$ cat src/rtl/e1cas_pkg.sv
package e1cas_pkg;
  typedef enum logic [1:0] {MF_HUNT, MF_CONFIRM, MF_LOCK} mf_state_e;
endpackage

$ cat src/rtl/e1cas_slot_tap.sv
module e1cas_slot_tap #(
  parameter int SLOTS     = 32,
  parameter int SLOT_BITS = 8,
  parameter int SIG_SLOT  = 16
) (
  input  logic                 clk,
  input  logic                 rst,
  input  logic                 rx_bit,
  input  logic                 frame_sync,
  output logic                 tick,
  output logic [SLOT_BITS-1:0] ts_byte
);
  localparam int FRAME_BITS = SLOTS * SLOT_BITS;
  localparam int PW = $clog2(FRAME_BITS);
  localparam logic [PW-1:0] LAST_P = PW'(SIG_SLOT * SLOT_BITS + SLOT_BITS - 1);
  localparam logic [PW-1:0] END_P  = PW'(FRAME_BITS - 1);

  logic [PW-1:0]        pos_q, cur;
  logic [SLOT_BITS-1:0] sh_q;

  // position of the bit on rx_bit this cycle
  always_comb cur = frame_sync ? '0 : pos_q;

  always_ff @(posedge clk) begin
    if (rst) begin
      pos_q   <= END_P;
      sh_q    <= '0;
      tick    <= 1'b0;
      ts_byte <= '0;
    end else begin
      pos_q <= (cur == END_P) ? cur : cur + 1'b1;
      sh_q  <= {sh_q[SLOT_BITS-2:0], rx_bit};
      tick  <= (cur == LAST_P);
      if (cur == LAST_P) ts_byte <= {sh_q[SLOT_BITS-2:0], rx_bit};
    end
  end


  tick_single_chk: assert property (@(posedge clk) disable iff (rst) tick |=> !tick);
endmodule

$ cat src/rtl/e1cas_mf_align.sv
module e1cas_mf_align
  import e1cas_pkg::*;
#(
  parameter int SLOT_BITS     = 8,
  parameter int MF_LEN        = 16,
  parameter int AIS_MAX_ZEROS = 3,
  localparam int FW = $clog2(MF_LEN)
) (
  input  logic                 clk,
  input  logic                 rst,
  input  logic                 tick,
  input  logic [SLOT_BITS-1:0] ts_byte,
  output logic                 locked,
  output logic                 ais,
  output logic                 rem_alarm,
  output logic [2:0]           spare,
  output logic [FW-1:0]        frame_no
);
  localparam int NIB = SLOT_BITS / 2;
  localparam int ZW  = $clog2(MF_LEN * SLOT_BITS + 1);
  localparam logic [FW-1:0] LAST_F = FW'(MF_LEN - 1);

  mf_state_e     state_q;
  logic [FW-1:0] fnum_q, nf;
  logic          err_q, fa_ok;
  logic [ZW-1:0] zacc_q, zb, ztot;

  always_comb begin
    nf       = (fnum_q == LAST_F) ? '0 : fnum_q + 1'b1;
    fa_ok    = (ts_byte[SLOT_BITS-1 -: NIB] == '0);
    zb       = ZW'(SLOT_BITS - $countones(ts_byte));
    ztot     = zacc_q + zb;
    frame_no = nf;
    locked   = (state_q == MF_LOCK);
  end

  always_ff @(posedge clk) begin
    if (rst) begin
      state_q   <= MF_HUNT;
      fnum_q    <= '0;
      err_q     <= 1'b0;
      zacc_q    <= '0;
      ais       <= 1'b0;
      rem_alarm <= 1'b0;
      spare     <= '0;
    end else if (tick) begin
      fnum_q <= nf;
      if (nf == LAST_F) begin
        zacc_q <= '0;
        ais    <= (ztot <= ZW'(AIS_MAX_ZEROS));
      end else begin
        zacc_q <= ztot;
      end
      if (state_q != MF_LOCK) begin
        rem_alarm <= 1'b0;
        spare     <= '0;
      end
      case (state_q)
        MF_HUNT: if (fa_ok) begin
          fnum_q  <= '0;
          state_q <= MF_CONFIRM;
        end
        MF_CONFIRM: if (nf == '0) begin
          state_q <= fa_ok ? MF_LOCK : MF_HUNT;
          err_q   <= 1'b0;
        end
        default: begin
          if (nf == LAST_F && ztot == ZW'(MF_LEN * SLOT_BITS)) begin
            state_q <= MF_HUNT;
          end else if (nf == '0) begin
            if (fa_ok) begin
              err_q     <= 1'b0;
              rem_alarm <= ts_byte[SLOT_BITS-6];
              spare     <= {ts_byte[SLOT_BITS-5], ts_byte[SLOT_BITS-7], ts_byte[SLOT_BITS-8]};
            end else if (err_q) begin
              state_q <= MF_HUNT;
            end else begin
              err_q <= 1'b1;
            end
          end
        end
      endcase
    end
  end


  lock_on_tick_chk: assert property (@(posedge clk) disable iff (rst) $rose(locked) |-> $past(tick));

  unlock_on_tick_chk: assert property (@(posedge clk) disable iff (rst) $fell(locked) |-> $past(tick));

  ais_hold_chk: assert property (@(posedge clk) disable iff (rst) !$past(tick) |-> $stable(ais));
endmodule

$ cat src/rtl/e1cas_freeze.sv
module e1cas_freeze #(
  parameter int MF_LEN = 16
) (
  input  logic clk,
  input  logic rst,
  input  logic los,
  input  logic slip,
  input  logic locked,
  input  logic freeze_off,
  input  logic tick,
  output logic freeze
);
  localparam int CW = $clog2(MF_LEN);
  logic [CW-1:0] cnt_q;
  logic          fault;

  always_comb fault = los | slip | ~locked;

  always_ff @(posedge clk) begin
    if (rst) begin
      freeze <= 1'b1;
      cnt_q  <= '0;
    end else if (freeze_off) begin
      freeze <= 1'b0;
      cnt_q  <= '0;
    end else if (fault) begin
      freeze <= 1'b1;
      cnt_q  <= '0;
    end else if (freeze && tick) begin
      if (cnt_q == CW'(MF_LEN - 1)) begin
        freeze <= 1'b0;
        cnt_q  <= '0;
      end else begin
        cnt_q <= cnt_q + 1'b1;
      end
    end
  end


  fault_freeze_chk: assert property (@(posedge clk) disable iff (rst)
    (!freeze_off && (los || slip || !locked)) |=> freeze);

  off_chk: assert property (@(posedge clk) disable iff (rst) freeze_off |=> !freeze);

  release_on_tick_chk: assert property (@(posedge clk) disable iff (rst)
    $fell(freeze) |-> ($past(tick) || $past(freeze_off)));
endmodule

$ cat src/rtl/e1cas_sig_bank.sv
module e1cas_sig_bank #(
  parameter int MF_LEN = 16,
  parameter int CODE_W = 4,
  localparam int FW = $clog2(MF_LEN)
) (
  input  logic                  clk,
  input  logic                  rst,
  input  logic                  tick,
  input  logic                  locked,
  input  logic                  upd_ok,
  input  logic [FW-1:0]         frame_no,
  input  logic [2*CODE_W-1:0]   ts_byte,
  input  logic                  rd_en,
  input  logic [FW:0]           rd_ch,
  output logic [CODE_W-1:0]     rd_code,
  output logic                  rd_changed,
  output logic                  store_any
);
  logic [FW-1:0] idx;
  logic          sel_q, wr;

  always_comb begin
    idx = rd_ch[FW-1:0];
    wr  = tick && locked && (frame_no != '0);
  end

  // half 0: channels 1..15 (slot bits 0-3), half 1: channels 17..31 (bits 4-7)
  for (genvar h = 0; h < 2; h++) begin : g_half
    logic [CODE_W-1:0] store_mem [MF_LEN];
    logic [CODE_W-1:0] prev_mem  [MF_LEN];
    logic [MF_LEN-1:0] chg_q;
    logic [CODE_W-1:0] nib, rdq;
    logic              commit, chgq;

    always_comb begin
      nib    = ts_byte[(1-h)*CODE_W +: CODE_W];
      commit = wr && upd_ok && (nib == prev_mem[frame_no]) && (nib != store_mem[frame_no]);
    end

    always_ff @(posedge clk) begin
      if (rst) begin
        for (int i = 0; i < MF_LEN; i++) begin
          store_mem[i] <= '0;
          prev_mem[i]  <= '0;
        end
        chg_q <= '0;
        rdq   <= '0;
        chgq  <= 1'b0;
      end else begin
        rdq  <= store_mem[idx];
        chgq <= chg_q[idx];
        if (wr) prev_mem[frame_no] <= nib;
        if (commit) store_mem[frame_no] <= nib;
        if (rd_en && rd_ch[FW] == 1'(h)) chg_q[idx] <= 1'b0;
        if (commit) chg_q[frame_no] <= 1'b1;
      end
    end
  end

  always_ff @(posedge clk) begin
    if (rst) sel_q <= 1'b0;
    else     sel_q <= rd_ch[FW];
  end

  always_comb begin
    rd_code    = sel_q ? g_half[1].rdq  : g_half[0].rdq;
    rd_changed = sel_q ? g_half[1].chgq : g_half[0].chgq;
    store_any  = g_half[0].commit | g_half[1].commit;
  end


  frozen_read_stable_chk: assert property (@(posedge clk) disable iff (rst)
    (!upd_ok && !rd_en && $stable(rd_ch) && $past(!upd_ok)) |=> $stable(rd_code));
endmodule

$ cat src/rtl/e1cas_rx.sv
module e1cas_rx #(
  parameter int SLOTS         = 32,
  parameter int SLOT_BITS     = 8,
  parameter int SIG_SLOT      = 16,
  parameter int MF_LEN        = 16,
  parameter int AIS_MAX_ZEROS = 3,
  localparam int CODE_W = SLOT_BITS / 2,
  localparam int CH_W   = $clog2(MF_LEN) + 1
) (
  input  logic              clk,
  input  logic              rst,
  input  logic              rx_bit,
  input  logic              frame_sync,
  input  logic              los_in,
  input  logic              slip_in,
  input  logic              freeze_off,
  input  logic              rd_en,
  input  logic [CH_W-1:0]   rd_ch,
  input  logic              irq_ack,
  output logic [CODE_W-1:0] rd_abcd,
  output logic              rd_changed,
  output logic              mf_lock,
  output logic              freeze_out,
  output logic              ais_ts16,
  output logic              remote_mf_alarm,
  output logic [2:0]        spare_bits,
  output logic              sig_irq
);
  localparam int FW = CH_W - 1;

  logic                 tick, store_any;
  logic [SLOT_BITS-1:0] ts_byte;
  logic [FW-1:0]        frame_no;

  e1cas_slot_tap #(.SLOTS(SLOTS), .SLOT_BITS(SLOT_BITS), .SIG_SLOT(SIG_SLOT)) u_tap (
    .clk(clk), .rst(rst), .rx_bit(rx_bit), .frame_sync(frame_sync),
    .tick(tick), .ts_byte(ts_byte));

  e1cas_mf_align #(.SLOT_BITS(SLOT_BITS), .MF_LEN(MF_LEN), .AIS_MAX_ZEROS(AIS_MAX_ZEROS)) u_align (
    .clk(clk), .rst(rst), .tick(tick), .ts_byte(ts_byte),
    .locked(mf_lock), .ais(ais_ts16), .rem_alarm(remote_mf_alarm),
    .spare(spare_bits), .frame_no(frame_no));

  e1cas_freeze #(.MF_LEN(MF_LEN)) u_frz (
    .clk(clk), .rst(rst), .los(los_in), .slip(slip_in), .locked(mf_lock),
    .freeze_off(freeze_off), .tick(tick), .freeze(freeze_out));

  e1cas_sig_bank #(.MF_LEN(MF_LEN), .CODE_W(CODE_W)) u_bank (
    .clk(clk), .rst(rst), .tick(tick), .locked(mf_lock), .upd_ok(!freeze_out),
    .frame_no(frame_no), .ts_byte(ts_byte), .rd_en(rd_en), .rd_ch(rd_ch),
    .rd_code(rd_abcd), .rd_changed(rd_changed), .store_any(store_any));

  // sticky change interrupt, a new change beats the acknowledge
  always_ff @(posedge clk) begin
    if (rst)            sig_irq <= 1'b0;
    else if (store_any) sig_irq <= 1'b1;
    else if (irq_ack)   sig_irq <= 1'b0;
  end


  irq_cause_chk: assert property (@(posedge clk) disable iff (rst) $rose(sig_irq) |-> $past(store_any));

  irq_ack_chk: assert property (@(posedge clk) disable iff (rst) (irq_ack && !store_any) |=> !sig_irq);

  no_frozen_irq_chk: assert property (@(posedge clk) disable iff (rst) $rose(sig_irq) |-> $past(!freeze_out));
endmodule

$ cat config.mk
export PLATFORM = sky130hd
export DESIGN_NAME = e1cas_rx
export DESIGN_NICKNAME = d
export VERILOG_FILES = /design/src/rtl/e1cas_pkg.sv /design/src/rtl/e1cas_slot_tap.sv /design/src/rtl/e1cas_mf_align.sv /design/src/rtl/e1cas_freeze.sv /design/src/rtl/e1cas_sig_bank.sv /design/src/rtl/e1cas_rx.sv
export SDC_FILE = /design/constraint.sdc
export NUM_CORES = 1
export LEC_CHECK = 0
export ABC_AREA = 1
export BUFFER_PORTS_ARGS = -buffer_cell sky130_fd_sc_hd__clkbuf_2
export CAP_MARGIN = 30
export CORE_UTILIZATION = 60
export CTS_BUF_LIST = sky130_fd_sc_hd__clkbuf_16
export DETAILED_ROUTE_END_ITERATION = 8
export GPL_TIMING_DRIVEN = 0
export PLACE_DENSITY_LB_ADDON = 0.3
export REMOVE_ABC_BUFFERS = 1
export SYNTH_ARGS = -nofsm -noshare
export SYNTH_HDL_FRONTEND = slang
export SYNTH_SLANG_ARGS = --single-unit
$ cat constraint.sdc
create_clock -name clk -period 11.3 [get_ports clk]
set_clock_uncertainty 0.1 [all_clocks]
set_input_delay 3.39 -clock clk [delete_from_list [all_inputs] [get_ports clk]]
set_output_delay 3.39 -clock clk [all_outputs]
set_load 0.02 [all_outputs]
After elaboration in Yosys (flattened, before gate mapping)
Memories as Yosys holds them, arrays and structs flattened. A register that Yosys moved wholly into a read port is not among the register bits. Cells that the tools add are included.

Register bits after elaboration: 85. RAM bits: 256. Input bits: 14. Output and inout port bits: 13. Logic and storage cells: 176. Memories: 4.

Add/sub/neg operators: 12. $lt $le $gt $ge: 5. Equal/unequal tests: 17. Multiplexer cells: 75. Bitwise logic cells: 11. Reductions and logical operators: 33.

Memories: u_bank.g_half[0].prev_mem (words 16, width 4, rd ports 1, clocked after memory_dff 0, wr ports 16, line e1cas_sig_bank.sv:30) `logic [CODE_W-1:0] prev_mem [MF_LEN];`; u_bank.g_half[0].store_mem (words 16, width 4, rd ports 2, clocked after memory_dff 1, wr ports 16, line e1cas_sig_bank.sv:29) `logic [CODE_W-1:0] store_mem [MF_LEN];`; u_bank.g_half[1].prev_mem (words 16, width 4, rd ports 1, clocked after memory_dff 0, wr ports 16, line e1cas_sig_bank.sv:30); u_bank.g_half[1].store_mem (words 16, width 4, rd ports 2, clocked after memory_dff 1, wr ports 16, line e1cas_sig_bank.sv:29).

Operator list (number): 2-to-1 mux 16 bit (6); 2-to-1 mux 4 bit (13); 2-to-1 mux 1 bit (35); adder 8 bit (4); AND 16 bit (2); bitwise OR 16 bit (2); == test 8 bit, second input constant (3); 2-to-1 mux 8 bit (3); NOT 16 bit (1); OR reduction 4 bit (4); 2-to-1 mux 3 bit (5); 2-to-1 mux 2 bit (7); logical AND 1 bit (13); == test 4 bit, second input constant (3); < comparator 4 x 5 -> 1 bit, second input constant (2); nonzero test 3 bit (3); adder 1 x 1 -> 2 bit (4); adder 4 x 1 -> 4 bit, second input constant (2); adder 8 x 1 -> 8 bit, second input constant (1); binary-select mux 1 bit (select 4 bit) (2); demux 1 bit (select 4 bit) (2); == test 4 bit (2); greater-or-equal comparator 4 x 1 -> 1 bit, second input constant (2); <= comparator 8 x 2 -> 1 bit, second input constant (1); 21 further kinds (31).

Logic depth before layout (Yosys ltp)
Word-level depth: 12. Gate-level depth with buffers: 23. Depth with buffers taken out: 22.

Cells and area by module
Synthesis repeated with hierarchy kept, for this count alone.

Cell total of the unflattened synthesis: 2201. Area total of the unflattened synthesis: 18129.9 um2.

By module, submodules not included: e1cas_sig_bank (instances 1, cells an instance 1755, area each 15119.5 um2, sequential area each 8548.2 um2); e1cas_mf_align (instances 1, cells an instance 246, area each 1622.8 um2, sequential area each 400.4 um2); e1cas_slot_tap (instances 1, cells an instance 149, area each 1057.3 um2, sequential area each 480.5 um2); e1cas_freeze (instances 1, cells an instance 45, area each 286.5 um2, sequential area each 100.1 um2); e1cas_rx (instances 1, cells an instance 6, area each 43.8 um2, sequential area each 20.0 um2).

Worst setup path after synthesis
No wires, ideal clock.

Path kind: input -> register. Start point: input frame_sync. End point: register u_tap.pos_q[0]. Library setup time: 0.133 ns. Arrival: 4.663 ns. Required time: 11.067 ns. Path slack: 6.404 ns. Stages: 9. Buffers on the path: 0. Cell sequence: nor2_1 ha_1 inv_1 nor2_1 nand2_1 nor4_1 inv_1 o21ai_0 nand3_1.

Cells in the longest elaborated chain, start to end: 3. Elaborated cells between the ends (all ways): 4. Those cells by class: add/sub (1); eq/ne (1); mux (2).

RTL lines: from (decl) (line e1cas_rx.sv:13) `input logic frame_sync,`; 2-to-1 mux 8 bit * (line e1cas_slot_tap.sv:22) `always_comb cur = frame_sync ? '0 : pos_q;`; adder 8 x 1 -> 8 bit / == test 8 bit (equally long branches) (line e1cas_slot_tap.sv:31) `pos_q <= (cur == END_P) ? cur : cur + 1'b1;`; 2-to-1 mux 8 bit * (line e1cas_slot_tap.sv:31); to (signal assigned) (line e1cas_slot_tap.sv:31); to (decl) (line e1cas_slot_tap.sv:18) `logic [PW-1:0] pos_q, cur;`.

Mark *: on every way between the ends. The rest lies on a longest branch, timed or not. A chain may end at the register's enable or synchronous reset.

==> run_results.csv <==
group,metric,value,unit
run_status,run_status,"complete, but fails checks",
run_status,violations,"design-rule violations",
die,core_region_area,29100,sq um
logic_synthesis,synthXorXnorAreaFrac,0.00579,
job,maxCapViolations,0,
routing,wl_per_cell,20.3,um
hold_path,hold_path.class,"reg -> reg",
clock_network,clock-sinks,349,
hold_path,hold_start,"u_tap.sh_q[0]",
timing,slew_headroom,0.303,
die,die_w,175,um
critical_path,ff2ff_path_depth,16,
routing,ant_nets,0,
finish,nets,2043,
grt,grt_pass1_wl,78300,um
clock_network,cts_resized,0,
power,p_leak,7.39,nW
logic_synthesis,seq_area_frac_synth,0.532,
logic_synthesis,synth_compound_area_frac,0.0858,
timing,tightest_slew,1.04,ns
logic_synthesis,syn_area,17900,sq um
logic_synthesis,synth.mux.area_fraction,0.00314,
timing,timing.final.crit_period,6.20,ns
die,die_area,30600,sq um
grt,grt_max_degree,99,
die,std_cell_rows,62,
logic_synthesis,synth_warnings,0,
timing,setup_tns,0,ns
logic_synthesis,netlist_instances,2028,
power,max-vdd-ir-drop,109,uV
logic_synthesis,ys.flop_type,"edfxtp_1",
hold_path,holdPathStages,2,
critical_path,critical_path_class,"reg -> reg",
timing,setup_viol,0,
die,die-height,175,um
clock_network,cts_setup_buffers,0,
clock_network,root_buffer,"clkbuf_16",
routing,drt_wl_total,48900,um
critical_path,cp_common_cell,"nand2_1",
routing,via_per_inst,6.23,
routing,first_iter_violations,2305,
placement,routabilityCongestion,0.870,
clock_network,cts.hold.buffers_added,0,
critical_path,critPathMaxStageDelay,1.06,ns
clock_network,cts_tree,"yes",
clock_network,clk_latency,0.53,ns
critical_path,path_buf_inv,4,
critical_path,start_kind,"flop",
finish,area_growth,9.57,%
critical_path,r2r_slack,5.10,ns
critical_path,path_cells,"inv_4, buf_16, ha_2, inv_2, buf_12, nand3_1, nand2_1, nand2_1, nand2_1, nor2_1, nand2_1, nand2_1, nand3_1, nor2_4, nand4_1, nand2_1",
placement,hpwl,31900,um
critical_path,end_kind,"flop",
critical_path,crit_required,11.41,ns
grt,grt-ovfl-total,0,
timing,fin_crit_sh,0.548,
placement,numPortBuffers,26,
logic_synthesis,synth.distinct_cells,42,
timing,grt_setup_unrepaired,"no",
logic_synthesis,synth-simple-area-share,0.294,
critical_path,crit_fanout,74,
critical_path,r2r_start,"u_align.fnum_q[0]",
clock_network,h-tree-depth,2,
clock_network,numCtsBuffers,37,
timing,hold_viol_final,0,
finish,post_route_cells_drive_above_1_share,0.0848,
routing,drtPass1Iterations,8,
die,initial_core_util,0.617,
power,power.total,2.70,mW
routing,drc,1,
timing,drv_slew,0,
critical_path,slowest_stage,"ha_2",
logic_synthesis,synth_fa_ha_area_frac,0.0227,
clock_network,clockBufferDepth,3,
logic_synthesis,avgSynthCellArea,8.85,sq um
logic_synthesis,ys_seq_elements,349,
critical_path,worstPathArrival,6.31,ns
grt,grt_pass1_vias,14700,
power,powerDensity,137,nW/um^2
die,boundaryPins,27,
critical_path,critical_path.top_delay_family,"simple AND/OR/NAND/NOR gates",
critical_path,rr_endpoint,"u_bank.g_half[1].store_mem[4][1]",
routing,vias,15000,
hold_path,hold_path_end,"u_tap.sh_q[1]",
grt,antenna_found_initial,0,
clock_network,path_clk_slew,0.06,ns
finish,diodes,0,
timing,fmax,161,MHz
logic_synthesis,synthArstFlopShare,0,
logic_synthesis,synth_top_family_by_area,"simple AND/OR/NAND/NOR gates",
grt,grt_use_total,0.328,
logic_synthesis,synth_edf_count,256,
## metal layers
metal	global-route usage	wire [um]
met5	0	0
met1	0.438	18700
met3	0.0374	4660
met4	0.143	2010
met2	0.542	23500
## final cells by class
cell class	instances	area, sq um
clock buffer	39	976
clock inverter	29	153
fill	2251	9430
inverter	99	379
multi-input combinational	1466	7470
sequential	349	9550
tap	384	480
timing repair buffer	47	654
## metrics by stage
| step | area, sq um | setup WS, ns | cells | hold WS (ns) | util |
|---|---|---|---|---|---|
| 6_report | 19700 | 5.10 | 2413 | 0.318 | 0.676 |
| 3_3_place_gp | 18000 | 1.45 | 2324 | 0.309 | 0.618 |
| 2_1_floorplan | 17400 | 5.04 | 1914 | 0.300 | - |
| 4_1_cts | 19700 | 5.12 | 2413 | 0.321 | 0.676 |
| 5_1_grt | 19700 | 4.74 | 2413 | 0.346 | 0.676 |
| 3_5_place_dp | 18500 | 5.01 | 2345 | 0.312 | 0.637 |
## registers in the layout, summed over array words and instances, names as in the netlist
name                     flops
u_bank.g_half.prev_mem     128
u_bank.g_half.store_mem    128
u_bank.g_half.chg_q         32
u_align.zacc_q               8
u_bank.g_half.rdq            8
u_tap.pos_q                  8
u_tap.ts_byte                8
u_tap.sh_q                   7
u_align.fnum_q               4
u_frz.cnt_q                  4
u_align.spare                3
u_align.state_q              2
u_bank.g_half.chgq           2
sig_irq                      1
u_align.ais                  1
u_align.err_q                1
u_align.rem_alarm            1
u_bank.sel_q                 1
u_frz.freeze                 1
u_tap.tick                   1
## logic make-up (layout without fill, tap and decap cells)
group | count (synthesis) | after routing
simple gates | 1171 | 1171
flops | 349 | 349
compound gates | 234 | 234
buf+inv | 228 | 214
fa+ha+maj | 29 | 29
xor+xnor | 11 | 11
mux | 5 | 5
other cells | 1 | 16
## cells in the mapped netlist (all sizes together), types with 6 or more instances
cell    number  area share
nand3      259       0.073
dfxtp       93        0.10
o21ai       31      0.0086
xor2         7      0.0034
nand2      526        0.11
a21oi       64       0.018
ha          23       0.016
nor2       331       0.075
fa           6      0.0067
edfxtp     256        0.43
buf         44       0.018
a21boi      20      0.0084
clkbuf      85       0.018
nand4       37       0.030
o211ai      32       0.013
nor4         8      0.0028
a22oi       80       0.033
clkinv      10      0.0021
inv         89       0.019
## tightest hold or removal path, cell delays in order, from the launching register on
cell	delay, ns
dfxtp_1	0.30
inv_1	0.05
nor2_1	0.03
## cell usage in the layout (no fill, tap or decap), types with 19 or more instances in the layout
| master | count |
|---|---|
| a21oi_1 | 63 |
| a21boi_0 | 20 |
| nor2_2 | 21 |
| o21ai_0 | 27 |
| nand3_1 | 257 |
| o211ai_1 | 32 |
| clkbuf_2 | 26 |
| ha_1 | 22 |
| nor2_1 | 302 |
| dfxtp_1 | 93 |
| clkbuf_16 | 39 |
| nand2_1 | 522 |
| clkinv_1 | 19 |
| inv_1 | 89 |
| edfxtp_1 | 256 |
| a22oi_1 | 80 |
| nand4_4 | 20 |
## power by group
part	leakage, nW	switching (mW)	internal (mW)
Sequential	3.39	0.0181	1.41
Combinational	3.41	0.0906	0.0383
Clock	0.593	0.493	0.646
## worst max-delay path by stage
stage | endpoint | cells after the start | slack [ns] | from
global placement | u_bank.g_half[1].store_mem[4][1] | 14 | 1.45 | u_align.fnum_q[0]
detailed placement | u_bank.g_half[1].prev_mem[9][2] | 5 | 5.01 | rst
CTS | u_bank.g_half[1].store_mem[4][1] | 16 | 5.12 | u_align.fnum_q[0]
finish | u_bank.g_half[1].store_mem[4][1] | 16 | 5.10 | u_align.fnum_q[0]
floorplan | u_bank.g_half[1].store_mem[15][0] | 17 | 5.04 | u_align.fnum_q[0]
global route | u_bank.g_half[1].store_mem[5][2] | 16 | 4.74 | u_align.fnum_q[0]
Note: power is estimated with default switching activity, not from simulation.
